**config.mk**
```make
export PLATFORM = sky130hd
export DESIGN_NAME = pc_sequencer
export DESIGN_NICKNAME = d
export VERILOG_FILES = /design/src/rtl/pcseq_pkg.sv /design/src/rtl/pc_decode.sv /design/src/rtl/pc_ret_stack.sv /design/src/rtl/pc_next.sv /design/src/rtl/pc_sequencer.sv
export SDC_FILE = /design/constraint.sdc
export NUM_CORES = 1
export LEC_CHECK = 0
export ABC_AREA = 1
export BUFFER_PORTS_ARGS = -buffer_cell sky130_fd_sc_hd__buf_2
export CAP_MARGIN = 10
export CORE_ASPECT_RATIO = 1.1
export CORE_UTILIZATION = 57
export CTS_CLUSTER_DIAMETER = 200
export DETAILED_ROUTE_END_ITERATION = 10
export HOLD_SLACK_MARGIN = 0.06
export PLACE_DENSITY = 0.92
export SYNTH_ARGS = -nofsm -noshare
export SYNTH_HDL_FRONTEND = slang
export SYNTH_SLANG_ARGS = --single-unit
export TNS_END_PERCENT = 20
```
**constraint.sdc**
```tcl
create_clock -name clk -period 5 [get_ports clk]
set_input_delay 1.5 -clock clk [delete_from_list [all_inputs] [get_ports clk]]
set_output_delay 1.5 -clock clk [all_outputs]
set_load 0.02 [all_outputs]
```
**src/rtl/pcseq_pkg.sv**
```systemverilog
package pcseq_pkg;

    localparam int IW            = 12;
    localparam int LIT_W         = 8;
    localparam int DEF_PC_W      = 9;
    localparam int DEF_STK_DEPTH = 2;

    typedef enum logic [2:0] {
        NXT_INC,
        NXT_JUMP,
        NXT_CALL,
        NXT_RET,
        NXT_FILE
    } nxt_sel_e;

    typedef struct packed {
        logic jump;
        logic call;
        logic ret;
        logic test;
        logic skip_when;
    } op_class_t;

    typedef struct packed {
        nxt_sel_e sel;
        logic     taken;
        logic     push;
        logic     pop;
        logic     wload;
    } step_plan_t;

    // Sort a word into the classes that affect program flow.
    function automatic op_class_t classify(input logic [IW-1:0] w);
        op_class_t c;
        c      = '0;
        c.jump = (w[11:9] == 3'b101);
        c.call = (w[11:8] == 4'b1001);
        c.ret  = (w[11:8] == 4'b1000);
        if (w[11:9] == 3'b011) begin
            c.test      = 1'b1;
            c.skip_when = w[8];
        end else if (w[11:6] == 6'b001011 || w[11:6] == 6'b001111) begin
            c.test      = 1'b1;
            c.skip_when = 1'b1;
        end
        return c;
    endfunction

endpackage

```
**src/rtl/pc_decode.sv**
```systemverilog
module pc_decode
    import pcseq_pkg::*;
(
    input  logic [IW-1:0] word,
    input  logic          cond,
    input  logic          file_we,
    input  logic          live,
    output step_plan_t    plan
);

    op_class_t cls;
    assign cls = classify(word);

    always_comb begin
        plan.sel   = NXT_INC;
        plan.taken = 1'b0;
        plan.push  = 1'b0;
        plan.pop   = 1'b0;
        plan.wload = 1'b0;
        if (live) begin
            if (cls.jump) begin
                plan.sel   = NXT_JUMP;
                plan.taken = 1'b1;
            end else if (cls.call) begin
                plan.sel   = NXT_CALL;
                plan.taken = 1'b1;
                plan.push  = 1'b1;
            end else if (cls.ret) begin
                plan.sel   = NXT_RET;
                plan.taken = 1'b1;
                plan.pop   = 1'b1;
                plan.wload = 1'b1;
            end else if (file_we) begin
                plan.sel   = NXT_FILE;
                plan.taken = 1'b1;
            end else if (cls.test && (cond == cls.skip_when)) begin
                plan.taken = 1'b1;
            end
        end
    end

endmodule

```
**src/rtl/pc_ret_stack.sv**
```systemverilog
module pc_ret_stack #(
    parameter int DEPTH = 2,
    parameter int W     = 9
) (
    input  logic         clk,
    input  logic         rst,
    input  logic         push,
    input  logic         pop,
    input  logic [W-1:0] push_data,
    output logic [W-1:0] top
);

    localparam int CNT_W = $clog2(DEPTH + 1);
    localparam logic [CNT_W-1:0] FULL = CNT_W'(DEPTH);

    logic [W-1:0]     ent [DEPTH];
    logic [CNT_W-1:0] fill;
    logic             shift_up;

    // With one or zero entries left, a pop keeps the head in place.
    assign shift_up = pop && !push && (fill > CNT_W'(1));
    assign top      = ent[0];

    always_ff @(posedge clk) begin
        if (rst) begin
            for (int i = 0; i < DEPTH; i++) ent[i] <= '0;
        end else if (push) begin
            ent[0] <= push_data;
            for (int i = 1; i < DEPTH; i++) ent[i] <= ent[i-1];
        end else if (shift_up) begin
            for (int i = 0; i < DEPTH - 1; i++) ent[i] <= ent[i+1];
        end
    end

    always_ff @(posedge clk) begin
        if (rst) begin
            fill <= '0;
        end else if (push) begin
            if (fill != FULL) fill <= fill + CNT_W'(1);
        end else if (pop) begin
            if (fill != '0) fill <= fill - CNT_W'(1);
        end
    end

endmodule

```
**src/rtl/pc_next.sv**
```systemverilog
module pc_next
    import pcseq_pkg::*;
#(
    parameter int PC_W = 9
) (
    input  nxt_sel_e         sel,
    input  logic [PC_W-1:0]  pc,
    input  logic [IW-1:0]    word,
    input  logic [LIT_W-1:0] file_data,
    input  logic [PC_W-1:0]  stack_top,
    output logic [PC_W-1:0]  next
);

    localparam int HI_W = PC_W - LIT_W;

    always_comb begin
        unique case (sel)
            NXT_JUMP: next = word[PC_W-1:0];
            NXT_CALL: next = {{HI_W{1'b0}}, word[LIT_W-1:0]};
            NXT_RET:  next = stack_top;
            NXT_FILE: next = {{HI_W{1'b0}}, file_data};
            default:  next = pc + PC_W'(1);
        endcase
    end

endmodule

```
**src/rtl/pc_sequencer.sv**
```systemverilog
module pc_sequencer
    import pcseq_pkg::*;
#(
    parameter int PC_W      = DEF_PC_W,
    parameter int STK_DEPTH = DEF_STK_DEPTH
) (
    input  logic             clk,
    input  logic             rst,
    input  logic [IW-1:0]    exec_word,
    input  logic             cond_in,
    input  logic             pc_file_we,
    input  logic [LIT_W-1:0] pc_file_data,
    output logic [PC_W-1:0]  fetch_pc,
    output logic             flush,
    output logic [1:0]       exec_cycles,
    output logic             w_load,
    output logic [LIT_W-1:0] w_load_data
);

    localparam logic [PC_W-1:0] PC_RESET = '1;

    logic [PC_W-1:0] pc_q;
    logic [PC_W-1:0] pc_d;
    logic [PC_W-1:0] stk_top;
    logic            dead_q;
    step_plan_t      plan;

    pc_decode u_decode (
        .word    (exec_word),
        .cond    (cond_in),
        .file_we (pc_file_we),
        .live    (!dead_q),
        .plan    (plan)
    );

    pc_ret_stack #(.DEPTH(STK_DEPTH), .W(PC_W)) u_stack (
        .clk       (clk),
        .rst       (rst),
        .push      (plan.push),
        .pop       (plan.pop),
        .push_data (pc_q),
        .top       (stk_top)
    );

    pc_next #(.PC_W(PC_W)) u_next (
        .sel       (plan.sel),
        .pc        (pc_q),
        .word      (exec_word),
        .file_data (pc_file_data),
        .stack_top (stk_top),
        .next      (pc_d)
    );

    always_ff @(posedge clk) begin
        if (rst) begin
            pc_q   <= PC_RESET;
            dead_q <= 1'b1;
        end else begin
            pc_q   <= pc_d;
            dead_q <= plan.taken;
        end
    end

    assign fetch_pc    = pc_q;
    assign flush       = plan.taken;
    assign exec_cycles = dead_q ? 2'd0 : (plan.taken ? 2'd2 : 2'd1);
    assign w_load      = plan.wload;
    assign w_load_data = exec_word[LIT_W-1:0];

endmodule

```
# --- After elaboration in Yosys (flattened, before gate mapping) ---
# Memories as Yosys holds them, arrays and structs flattened.
# Cells that the tools add are included.
word_totals:
  ram_bits: 18
  wordCells: 65
  input_bits: 24
  ff_bits: 12
  out_inout_bits: 21
  n_memories: 1
memory_table:
  columns: ["name", "words", "word_bits", "read_ports", "rd_ports_with_merged_regs", "write_ports", "line", "source"]
  rows:
  - ["u_stack.ent", 2, 9, 2, 0, 2, "pc_ret_stack.sv:16", "logic [W-1:0] ent [DEPTH];"]
classes:
  n_bitwise: 3
  order_cmp: 1
  n_addsub: 3
  eq_ne: 13
  reduce_logical: 9
  n_mux: 32
op_table:
  columns: ["cell", "n"]
  rows:
  - ["9-bit one-hot mux with 4 select lines", 1]
  - ["9-bit 2-to-1 mux", 3]
  - ["2-bit 2-to-1 mux", 10]
  - ["6-bit by 4-bit == test with 1-bit output (second input constant)", 2]
  - ["1-bit 2-to-1 mux", 12]
  - ["4-bit 2-to-1 mux", 3]
  - ["9-bit by 1-bit adder with 9-bit output (second input constant)", 1]
  - ["3-bit by 2-bit == test with 1-bit output (second input constant)", 3]
  - ["4-bit == test (second input constant)", 2]
  - ["7-bit 2-to-1 mux", 1]
  - ["3-bit == test (second input constant)", 2]
  - ["3-bit 2-to-1 mux", 2]
  - ["2-bit nonzero test", 3]
  - ["3-bit by 1-bit == test with 1-bit output (second input constant)", 1]
  - ["1-bit logical AND", 3]
  - ["1-bit OR", 3]
  - ["3-bit AND reduction", 1]
  - ["2-bit by 1-bit adder with 2-bit output (second input constant)", 1]
  - ["2-bit by 1-bit > comparator with 1-bit output (second input constant)", 1]
  - ["2-bit by 1-bit inequality test with 1-bit output (second input constant)", 1]
  - ["2-bit inequality test (second input constant)", 1]
  - ["2-bit by 1-bit subtractor with 2-bit output (second input constant)", 1]
  - ["1-bit == test", 1]
  - ["1-bit zero test", 1]
  - ["1-bit logical OR", 1]

# --- Longest topological paths before layout ---
# Gate-level depths: netlist of run 1.
depth:
  depth_word: 20
  ltp_mapped: 8
  mapped_depth_nobuf: 8

# --- By module ---
# A second synthesis of run 1 with hierarchy kept.
unflattened:
  cells_unflattened: 277
  area_unflattened_um2: 2008.2
modules_own_cells:
  columns: ["mod", "area_per_inst_um2", "instances", "cells_per_inst"]
  rows:
  - ["pc_ret_stack", 998.5, 1, 94]
  - ["pc_next", 543.0, 1, 116]
  - ["pc_sequencer", 350.3, 1, 42]
  - ["pc_decode", 116.4, 1, 25]

# --- Worst setup path before layout of run 1 ---
# No wires, ideal clock.
synth_path:
  kind: "input port to output port"
  from: "input exec_word[11]"
  to: "output exec_cycles[1]"
  t_required_ns: 3.500
  path_slack_ns: 1.243
  t_arrival_ns: 2.257
  n_path_buf: 1
  cell_stages: 8
  cell_sequence: "inv_1 -> nand2_1 -> a21oi_1 -> nand2_1 -> nand2_1 -> nand2_1 -> inv_1 -> buf_4"
synth_between:
  elab_chain_len: 14
  elab_cells_between_ends: 19
  classes_between: "eq/ne (7); mux (10); reduce/logical (2)"
synth_lines:
  columns: ["element", "line", "source"]
  rows:
  - ["start, declared", "pc_sequencer.sv:9", "input logic [IW-1:0] exec_word,"]
  - ["6-bit by 4-bit == test with 1-bit output", "pcseq_pkg.sv:42", "end else if (w[11:6] == 6'b001011 || w[11:6] == 6'b001111) begin"]
  - ["1-bit logical OR", "pcseq_pkg.sv:42", null]
  - ["2-bit 2-to-1 mux", "pcseq_pkg.sv:42", null]
  - ["2-bit 2-to-1 mux", "pcseq_pkg.sv:39", "if (w[11:9] == 3'b011) begin"]
  - ["1-bit == test", "pc_decode.sv:36", "end else if (cls.test && (cond == cls.skip_when)) begin"]
  - ["1-bit logical AND", "pc_decode.sv:36", null]
  - ["1-bit 2-to-1 mux", "pc_decode.sv:36", null]
  - ["1-bit 2-to-1 mux", "pc_decode.sv:33", "end else if (file_we) begin"]
  - ["4-bit 2-to-1 mux", "pc_decode.sv:28", "end else if (cls.ret) begin"]
  - ["4-bit 2-to-1 mux", "pc_decode.sv:24", "end else if (cls.call) begin"]
  - ["4-bit 2-to-1 mux (*)", "pc_decode.sv:21", "if (cls.jump) begin"]
  - ["7-bit 2-to-1 mux (*)", "pc_decode.sv:20", "if (live) begin"]
  - ["via flush", "pc_sequencer.sv:14", "output logic flush,"]
  - ["2-bit 2-to-1 mux (*) (2 in series)", "pc_sequencer.sv:66", "assign exec_cycles = dead_q ? 2'd0 : (plan.taken ? 2'd2 : 2'd1);"]
  - ["end, declared", "pc_sequencer.sv:15", "output logic [1:0] exec_cycles,"]
# Mark *: on every way through the listed nets, which the timed path passes. The rest lies on a longest branch.

# --- Worst setup path after layout of run 1 ---
layout_path:
  from: "input exec_word[9]"
  to: "output w_load"
layout_between:
  elab_chain_len: 5
  elab_cells_between_ends: 7
  classes_between: "eq/ne (3); mux (4)"
layout_lines:
  columns: ["element", "line", "source"]
  rows:
  - ["4-bit == test", "pcseq_pkg.sv:38", "c.ret = (w[11:8] == 4'b1000);"]
  - ["2-bit 2-to-1 mux", "pc_decode.sv:28", null]
  - ["2-bit 2-to-1 mux", "pc_decode.sv:24", null]
  - ["3-bit 2-to-1 mux (*)", "pc_decode.sv:21", null]
  - ["7-bit 2-to-1 mux (*)", "pc_decode.sv:20", null]
  - ["end, declared", "pc_sequencer.sv:16", "output logic w_load,"]
# Every way passes the cells marked *; elsewhere a longest branch is shown, timed or not.

==> results of run 1 <==
-- sequential cells by signal, summed over array words and instances, names as in the netlist --
signal,flops
fetch_pc,9
u_stack.ent,18
dead_q,1
u_stack.fill,2
-- layout make-up --
| type | instances | area, um2 | area share |
|---|---|---|---|
| clock buffers | 5 | 37.5 | 0.0182 |
| multi-input cells | 171 | 817 | 0.395 |
| repair buffers | 44 | 220 | 0.107 |
| clock inverters | 3 | 16.3 | 0.00787 |
| inverters | 40 | 153 | 0.0738 |
| well taps | 34 | 42.5 | 0.0206 |
| flip-flops and latches | 30 | 781 | 0.378 |
-- worst reg2reg max path, cell delays in order (launching register included) --
cell and delay, ns:
dfxtp_1 0.38, nor2_1 0.58, nand2_1 0.28, nor2_1 0.20
nor2_1 0.07, nand3_1 0.07
-- layout by cell type, fill, tap and decap left out --
master      count
nand2_1        86
buf_2          44
inv_1          38
nor2_1         31
nand3_1        26
edfxtp_1       18
dfxtp_1        12
clkbuf_4        5
nor2_4          4
a21oi_1         4
nand4_1         4
ha_1            4
xor2_1          2
nand2_2         1
nand2_4         1
nor2_8          1
inv_2           1
nand3_2         1
xnor2_1         1
o21ai_2         1
nor2_2          1
or2_2           1
inv_4           1
nor3_1          1
nand3b_1        1
clkinvlp_4      1
clkinv_2        1
clkinv_1        1
-- cell families (layout without fill, tap and decap cells) --
family	after synthesis	in the layout
simple gates	159	159
buf+inv	52	92
flops	30	30
compound gates	5	5
fa+ha+maj	4	4
xor+xnor	3	3
-- worst min-delay path by stage --
| stage | from | to | slack (ns) | cells past startpoint |
|---|---|---|---|---|
| floorplan | u_stack.ent[1][0] | u_stack.ent[0][0] | 0.49 | 2 |
| global placement | u_stack.ent[1][7] | u_stack.ent[0][7] | 0.49 | 2 |
| detailed placement | u_stack.ent[1][5] | u_stack.ent[0][5] | 0.50 | 2 |
| CTS | u_stack.ent[1][4] | u_stack.ent[0][4] | 0.53 | 2 |
| global route | u_stack.ent[1][6] | u_stack.ent[0][6] | 0.54 | 2 |
| finish | u_stack.ent[1][6] | u_stack.ent[0][6] | 0.52 | 2 |
-- routing by layer --
metal | up-vias | global-route usage | part of all wire
li1 | 855 | - | -
met1 | 746 | 0.324 | 0.42
met2 | 60 | 0.476 | 0.50
met3 | 10 | 0.0567 | 0.066
met4 | 0 | 0.129 | 0.015
met5 | - | 0 | 0
-- metrics by stage --
step | instance area, um2 | hold WS [ns]
floorplan | 1830 | 0.487
global placement | 2010 | 0.494
detailed placement | 2010 | 0.504
CTS | 2070 | 0.528
global route | 2070 | 0.539
finish | 2070 | 0.523
-- power by group --
part	internal [W]	switching (W)	leakage, nW
logic	0.0000480	0.0000880	0.818
registers	0.000281	0.0000220	0.286
clock network	0.0000521	0.0000888	0.0286
total	0.000381	0.000199	1.13
==> key figures, run 1 <==
Floorplan
  – Std-Cell Rows: 21
  – # IOs: 45
  – Initial core utilization: 0.601
  – Height of the die: 61.5 um
  – Die X-Extent: 56.1 um
  – Die area: 3440 um2
  – Core area: 3050 um2

Worst setup path
  – Worst setup EP type: primary output
  – Worst path required time: 3.50 ns
  – Top Family by Delay on Critical Path: simple AND/OR/NAND/NOR gates
  – CP startpoint: exec_word[9]
  – Critical path endpoint: w_load
  – Worst Path Buf+Inv: 2
  – Stages on worst setup path: 5
  – Largest fanout on the critical path: 9
  – Crit Path Class: in -> out
  – CP max stage cell: nor2_4
  – R2r setup slk: 3.36 ns
  – Crit Reg-Reg Startpoint: dead_q
  – Crit start category: input port
  – CP peak stage delay: 0.23 ns
  – R2r endpoint: fetch_pc[6]
  – Crit-path cells: buf_2 > nor2_4 > nand2_2 > nor2_4 > buf_2
  – CP arrival: 2.34 ns
  – R2r worst-path depth: 5

Synthesis
  – Syn avg cell area: 7.24 um2
  – Net count after synthesis: 281
  – Top post-synthesis cells by count: nand2_1 (86), inv_1 (38), nor2_1 (31)
  – Combinational family with the most area after synthesis: simple AND/OR/NAND/NOR gates
  – Compound-Gate Fraction of Synth Area: 0.0157
  – Count leader, synth: nand2_1
  – Ys flop type: edfxtp_1
  – Yosys cell types: 27
  – EDFF count, synth: 18
  – Synth area leader: edfxtp_1
  – Synth Cell Area: 1830 um2
  – Cells after synthesis: 253
  – Adder-cell share of the synthesized area: 0.0273
  – Seq/Total Area, Yosys: 0.426
  – Async set-reset flop share out of synthesis: 0
  – Top post-synthesis cells by area: edfxtp_1 (30%), nand2_1 (18%), dfxtp_1 (13%)
  – #FFs+latches synth: 30
  – Mux contribution to synthesized area: 0
  – Simple-gate area share of the yosys netlist: 0.389
  – Post-Synth XOR/XNOR Area: 0.0143
  – Area share of the largest cell type after synthesis: 0.295
  – Yosys warnings: 0

Global route
  – Global route overflow: 0
  – Global-route wire length before repair: 6880 um
  – Total GRT Usage: 0.270
  – Antenna violations before repair: 0
  – Vias in the first global route: 1570
  – Largest net degree at the start of global routing: 12

Timing
  – Setup TNS: 0 ns
  – Final hold violation count: 0
  – Worst Tran Pin Value: 0.711 ns
  – Clk_skew: 0.0109 ns
  – Fmax: 261 MHz
  – Final Worst Setup Slack: 1.16 ns
  – Final Critical Period: 3.84 ns
  – Count of final setup violators: 0
  – RSZ-0062 raised after global routing: false
  – Max-slew violations: 0
  – Final period utilization: 0.768
  – Slew headroom: 0.524

Power
  – PD cells: 280 nW/um2
  – Power consumption: 0.000580 W
  – Peak VDD IR: 0.000210 V
  – P_leak: 1.13 nW

CTS
  – Clock transition at the registers of the reported paths: 0.10 ns
  – Worst-Skew Late Latency: 0.34 ns
  – Root Buffer: clkbuf_4
  – CTS tree: built
  – Clock Path Buffers: 2
  – Sink Count: 30
  – Setup Fix Bufs, Post-CTS: 0
  – Gates resized, CTS repair: 0
  – Hold Buf Count CTS: 0
  – H-tree levels: 2
  – Num CTS Buffers: 5

Final layout
  – Finished Layout Cells: 327
  – Layout area overhead: 12.8%
  – Antenna Cells: 0
  – Finished Core Util: 0.678
  – Layout cell share with drive strength beyond 1: 0.218
  – Final nets: 320
  – Filler cell count: 267

Placement
  – Port bufs: 44
  – Post-Place Worst Slack: 1.17 ns
  – DP Wirelength: 3160 um
  – Routability congestion estimate from global placement: 0.830
  – Cells after DPL: 319

Drt
  – Routed vias/inst: 5.11
  – DRC Markers: 0
  – Vias: 1671
  – WL/cell: 12.5 um
  – Drt first pass iters: 4
  – DR iter-0 viols: 64
  – Final WL: 4100 um
  – Routed Antenna Nets: 0

Hold path
  – Hold Crit Class: reg -> reg

Flow run
  – Max Cap Violations: 0

Run status
  – Status: finished clean
No activity file was read; power rests on OpenSTA's default activity.
==> run 2: changes to the inputs <==
Settings changed: ABC_AREA 1 to 0, CORE_UTILIZATION 57 to 51, PLACE_DENSITY 0.92 to 0.86.
Clock period 5 ns to 3.95 ns, I/O delays scaled along.
==> run 2 against run 1 <==
  * Worst setup slack got worse by 0.91 ns
  * Final cell count is 30% lower
  * Total power grew 30%
  * Clock-buffer cell count increased by 2
  * Clock skew decreased by 0.0068 ns
  * Sequential power grew 29%
  * Sequential share of layout area is 4.2 points higher
  * Global-route usage is 4.8 points lower
  * Sequential cell count unchanged
  * Register-to-register slack worse by 1.4 ns
  * Highest routed layer unchanged
==> key figures, run 2 <==
CTS
  – Setup Fix Bufs, Post-CTS: 0 (unchanged)
  – Gates resized, CTS repair: 0 (unchanged)
  – CTS tree: built
  – H-tree levels: 2 (unchanged)
  – Root Buffer: clkbuf_4
  – Sink Count: 30 (unchanged)
  – Hold Buf Count CTS: 0 (unchanged)
  – Clock transition at the registers of the reported paths: 0.09 ns (about the same)
  – Worst-Skew Late Latency: 0.32 ns (-0.02 ns)
  – Clock Path Buffers: 2 (unchanged)
  – Num CTS Buffers: 5 (unchanged)

Synthesis
  – Count leader, synth: edfxtp_1
  – Top post-synthesis cells by area: edfxtp_1 (33%), dfxtp_1 (15%), a22o_1 (4.8%)
  – Yosys cell types: 37 (+37%)
  – Cells after synthesis: 155 (-39%)
  – Net count after synthesis: 183 (-35%)
  – Synth area leader: edfxtp_1
  – Area share of the largest cell type after synthesis: 0.333 (+0.0375)
  – Async set-reset flop share out of synthesis: 0 (unchanged)
  – Seq/Total Area, Yosys: 0.480 (+0.0541)
  – Synth Cell Area: 1630 um2 (-11%)
  – Syn avg cell area: 10.5 um2 (+45%)
  – Top post-synthesis cells by count: edfxtp_1 (18), nand2_1 (13), dfxtp_1 (12)
  – Yosys warnings: 0 (unchanged)
  – EDFF count, synth: 18 (unchanged)
  – Ys flop type: edfxtp_1
  – #FFs+latches synth: 30 (unchanged)

Drt
  – Final WL: 3530 um (-14%)
  – DR iter-0 viols: 71 (+11%)
  – Routed vias/inst: 5.75 (+13%)
  – Drt first pass iters: 4 (unchanged)
  – Vias: 1317 (-21%)
  – DRC Markers: 0 (unchanged)
  – Routed Antenna Nets: 0 (unchanged)
  – WL/cell: 15.4 um (+23%)

Floorplan
  – Height of the die: 61.2 um (-0.40%)
  – # IOs: 45 (unchanged)
  – Die X-Extent: 55.8 um (-0.40%)
  – Initial core utilization: 0.533 (-0.0677)
  – Core area: 3050 um2 (unchanged)
  – Std-Cell Rows: 21 (unchanged)
  – Die area: 3420 um2 (-0.80%)

Timing
  – Fmax: 270 MHz
  – Final Critical Period: 3.70 ns
  – Setup TNS: 0 ns (unchanged)
  – Worst Tran Pin Value: 0.800 ns (+0.0883 ns)
  – Final period utilization: 0.936
  – Final hold violation count: 0 (unchanged)
  – Max-slew violations: 0 (unchanged)
  – Slew headroom: 0.466 (-0.0583)
  – Count of final setup violators: 0 (unchanged)
  – Clk_skew: 0.00408 ns (-0.00683 ns)
  – RSZ-0062 raised after global routing: false

Final layout
  – Largest Register: u_stack.ent
  – Sequential Area: 781 um2 (unchanged)
  – Antenna Cells: 0 (unchanged)
  – Max FFs per register: 18 (unchanged)
  – Filler cell count: 269 (+0.75%)
  – Commonest non-fill, non-tap cell in the layout: buf_2
  – Layout cell share with drive strength beyond 1: 0.303 (+0.0841)
  – Combined area of the multi-input logic cells: 723 um2 (-11%)
  – Final nets: 222 (-31%)
  – Layout area overhead: 14.5%
  – Most frequent cells in the layout: buf_2 (44), edfxtp_1 (18), nand2_1 (13)

Worst setup path
  – Worst path required time: 2.76 ns (-0.74 ns)
  – Worst setup EP type: primary output
  – Crit Path Class: in -> out
  – Largest fanout on the critical path: 6 (-3)
  – Crit start category: input port
  – CP arrival: 2.51 ns (+0.17 ns)

Global route
  – Global route overflow: 0 (unchanged)
  – Largest net degree at the start of global routing: 19 (+7)
  – Vias in the first global route: 1226 (-22%)
  – Global-route wire length before repair: 5640 um (-18%)
  – Antenna violations before repair: 0 (unchanged)
  – Total GRT Usage: 0.222 (-0.0483)

Flow run
  – Max Cap Violations: 0 (unchanged)

Power
  – PD cells: 405 nW/um2 (+44%)
  – P_leak: 0.767 nW (-32%)
  – Power consumption: 0.000753 W (+30%)
  – Peak VDD IR: 0.000278 V (+32%)

Placement
  – Routability congestion estimate from global placement: 0.794 (-4.4%)
  – DP Wirelength: 2550 um (-19%)
  – Port bufs: 44 (unchanged)

Hold path
  – Hold Crit Class: reg -> reg

Run status
  – Status: finished clean
## run 2: cell type report
| type | count | share of cell area |
|---|---|---|
| sequential | 30 | 0.420 |
| multi-input combinational | 106 | 0.389 |
| clock buffer | 7 | 0.0296 |
| tap | 34 | 0.0229 |
| clock inverter | 1 | 0.00269 |
| inverter | 5 | 0.0101 |
| timing repair buffer | 46 | 0.126 |
## run 2: cell families (layout without fill, tap and decap cells)
logic type	Yosys count	in the layout	synth area share
adder cells (fa/ha/maj)	4	4	0.0308
XOR/XNOR	8	8	0.0431
buffers and inverters	19	59	0.0747
AO/OA/AOI/OAI	36	36	0.168
flip-flops	30	30	0.480
AND/OR/NAND/NOR	57	57	0.197
multiplexers	1	1	0.00616
## run 2: per-stage QoR
| step | cells | utilization | hold WS, ns | cell area, um2 | setup WS (ns) |
|---|---|---|---|---|---|
| floorplan | 155 | - | 0.452 | 1630 | 0.0173 |
| global placement | 221 | 0.591 | 0.462 | 1800 | 0.311 |
| detailed placement | 221 | 0.591 | 0.474 | 1800 | 0.247 |
| CTS | 229 | 0.610 | 0.485 | 1860 | 0.236 |
| global route | 229 | 0.610 | 0.525 | 1860 | 0.134 |
| finish | 229 | 0.610 | 0.481 | 1860 | 0.251 |
## run 2: metal layers
metal	global-route usage	up-vias	part of all wire
met5	0	-	0
li1	-	643	-
met2	0.391	43	0.48
met3	0.0651	2	0.052
met4	0.0523	0	0.0059
met1	0.277	629	0.46
## run 2: final timing paths
path / cells past startpoint / slack [ns] / start / to
hold reg to reg: 2 / 0.48 / u_stack.fill[1] / u_stack.fill[1]
setup / recovery: 5 / 0.25 / exec_word[10] / exec_cycles[1]
setup reg to reg: 5 / 2.01 / dead_q / u_stack.ent[0][1]
hold / removal: 2 / 0.48 / u_stack.fill[1] / u_stack.fill[1]
## run 2: where the power goes
part,leakage [nW],internal [W],switching (W)
registers,0.286,0.000359,0.0000325
clock network,0.0353,0.0000862,0.000102
logic,0.446,0.0000732,0.0000996
total,0.767,0.000519,0.000234
## run 2: critical path: stages
cell	delay, ns
buf_2	0.14
or3b_1	0.36
a2111o_1	0.39
a31oi_1	0.24
buf_2	0.21
==> run 3: changes to the inputs <==
Settings changed: CORE_UTILIZATION 51 to 55, GPL_TIMING_DRIVEN from default to 0, PLACE_DENSITY 0.86 to 0.91.
Clock period 3.95 ns to 4.32 ns, I/O delays scaled along.
==> run 3 against run 2 <==
  * Register-to-register slack improved by 0.38 ns
  * Total power fell by 8.5%
  * Combinational power fell by 3%
  * Non-clock buffer count rose by 11
  * Clock power fell by 14%
==> key figures, run 3 (synthesized netlist as in run 2, its figures left out) <==
Flow run
  – Max Cap Violations: 0 (unchanged)

CTS
  – Clock transition at the registers of the reported paths: 0.09 ns (about the same)
  – Num CTS Buffers: 5 (unchanged)
  – Worst-Skew Late Latency: 0.34 ns (+0.02 ns)
  – Clock Path Buffers: 2 (unchanged)
  – CTS tree: built
  – Gates resized, CTS repair: 0 (unchanged)
  – Root Buffer: clkbuf_4
  – Setup Fix Bufs, Post-CTS: 0 (unchanged)
  – Hold Buf Count CTS: 0 (unchanged)
  – H-tree levels: 2 (unchanged)
  – Sink Count: 30 (unchanged)

Drt
  – DRC Markers: 0 (unchanged)
  – DR iter-0 viols: 43 (-39%)
  – Routed vias/inst: 5.95 (+3.4%)
  – Final WL: 3890 um (+10%)
  – Vias: 1421 (+7.9%)
  – Routed Antenna Nets: 0 (unchanged)
  – WL/cell: 16.3 um (+5.5%)
  – Drt first pass iters: 4 (unchanged)

Timing
  – Final hold violation count: 0 (unchanged)
  – Worst Tran Pin Value: 0.829 ns (+0.0290 ns)
  – Count of final setup violators: 0 (unchanged)
  – Final Worst Setup Slack: 0.295 ns (+0.0440 ns)
  – Final Critical Period: 4.02 ns
  – Setup TNS: 0 ns (unchanged)
  – Final period utilization: 0.932
  – Slew headroom: 0.446 (-0.0194)
  – Max-slew violations: 0 (unchanged)
  – Fmax: 248 MHz
  – Clk_skew: 0.0135 ns (+0.00940 ns)
  – RSZ-0062 raised after global routing: false

Power
  – PD cells: 357 nW/um2 (-12%)
  – P_leak: 0.811 nW (+5.7%)
  – Peak VDD IR: 0.000234 V (-16%)
  – Power consumption: 0.000689 W (-8.5%)

Global route
  – Global-route wire length before repair: 6420 um (+14%)
  – Antenna violations before repair: 0 (unchanged)
  – Global route overflow: 0 (unchanged)
  – Total GRT Usage: 0.291 (+0.0689)
  – Largest net degree at the start of global routing: 11 (-8)
  – Vias in the first global route: 1362 (+11%)

Run status
  – Status: finished clean

Final layout
  – Most frequent cells in the layout: buf_2 (44), edfxtp_1 (18), nand2_1 (13)
  – Antenna Cells: 0 (unchanged)
  – Layout cell share with drive strength beyond 1: 0.325 (+0.0227)
  – Commonest non-fill, non-tap cell in the layout: buf_2
  – Final nets: 233 (+5.0%)
  – Largest Register: u_stack.ent
  – Max FFs per register: 18 (unchanged)
  – Finished Layout Cells: 239 (+4.4%)
  – Layout area overhead: 18.9%

Placement
  – Post-Place Worst Slack: 0.291 ns (+0.0441 ns)
  – DP Wirelength: 2880 um (+13%)
  – Cells after DPL: 231 (+4.5%)
  – Routability congestion estimate from global placement: 0.826 (+4.1%)
  – Port bufs: 43 (-2.3%)

Floorplan
  – Height of the die: 59.0 um (-3.6%)
  – Initial core utilization: 0.585 (+0.0519)
  – # IOs: 45 (unchanged)
  – Die area: 3180 um2 (-7.0%)
  – Die X-Extent: 53.8 um (-3.6%)
  – Core area: 2780 um2 (-8.9%)
  – Std-Cell Rows: 20 (-4.8%)

Worst setup path
  – CP arrival: 2.73 ns (+0.22 ns)
  – Largest fanout on the critical path: 10 (+4)
  – CP startpoint: exec_word[8]
  – Worst path required time: 3.02 ns (+0.26 ns)
  – Worst setup EP type: primary output
  – Crit Reg-Reg Startpoint: dead_q
  – Crit Path Class: in -> out
  – Crit start category: input port

Hold path
  – Hold Crit Start: u_stack.fill[1]
  – Hold Crit Class: reg -> reg
==> run 3: cell count changes in the layout (fill, tap and decap cells not counted) <==
cell and delta:
clkinv_1 +1, clkbuf_1 +2, buf_4 +7, buf_6 +2
clkbuf_8 -1
==> run 3: per-layer routing <==
layer | up-vias | global-route usage | part of all wire
met3 | 8 | 0.0692 | 0.075
met5 | - | 0 | 0
met4 | 0 | 0.143 | 0.015
li1 | 666 | - | -
met1 | 680 | 0.350 | 0.39
met2 | 67 | 0.478 | 0.51
==> run 3: worst max-delay path, stage by stage <==
cell and delay (ns):
buf_6 0.12, or3b_1 0.37, a2111o_1 0.39, a31oi_1 0.26, buf_4 0.15, buf_2 0.15
==> run 3: cell type report <==
cell class,instances,area [um2]
Inverter,5,18.8
Fill cell,226,846
Tap cell,33,41.3
Sequential cell,30,781
Multi-Input combinational cell,106,723
Timing Repair Buffer,43,215
Clock inverter,2,8.76
Clock buffer,6,41.3
Buffer,14,103
==> run 3: path summary, 6_finish.rpt <==
check / end / slack [ns] / cells after the start
setup / recovery: exec_cycles[1] / 0.30 / 6
hold / removal: u_stack.fill[1] / 0.49 / 2
setup reg to reg: u_stack.ent[1][1] / 2.39 / 5
hold reg to reg: u_stack.fill[1] / 0.49 / 2
==> run 3: through the flow <==
| stage | utilization | hold slack [ns] | instance area, um2 |
|---|---|---|---|
| 4_1_cts | 0.695 | 0.489 | 1930 |
| 6_report | 0.695 | 0.493 | 1930 |
| 5_1_grt | 0.695 | 0.510 | 1930 |
| 3_3_place_gp | 0.677 | 0.461 | 1880 |
| 3_5_place_dp | 0.677 | 0.476 | 1880 |
| 2_1_floorplan | - | 0.452 | 1630 |
==> run 3: power by group <==
group	internal (W)	total, W	switching, W
clock	0.0000610	0.000162	0.000101
sequential	0.000329	0.000359	0.0000306
combinational	0.0000725	0.000167	0.0000949
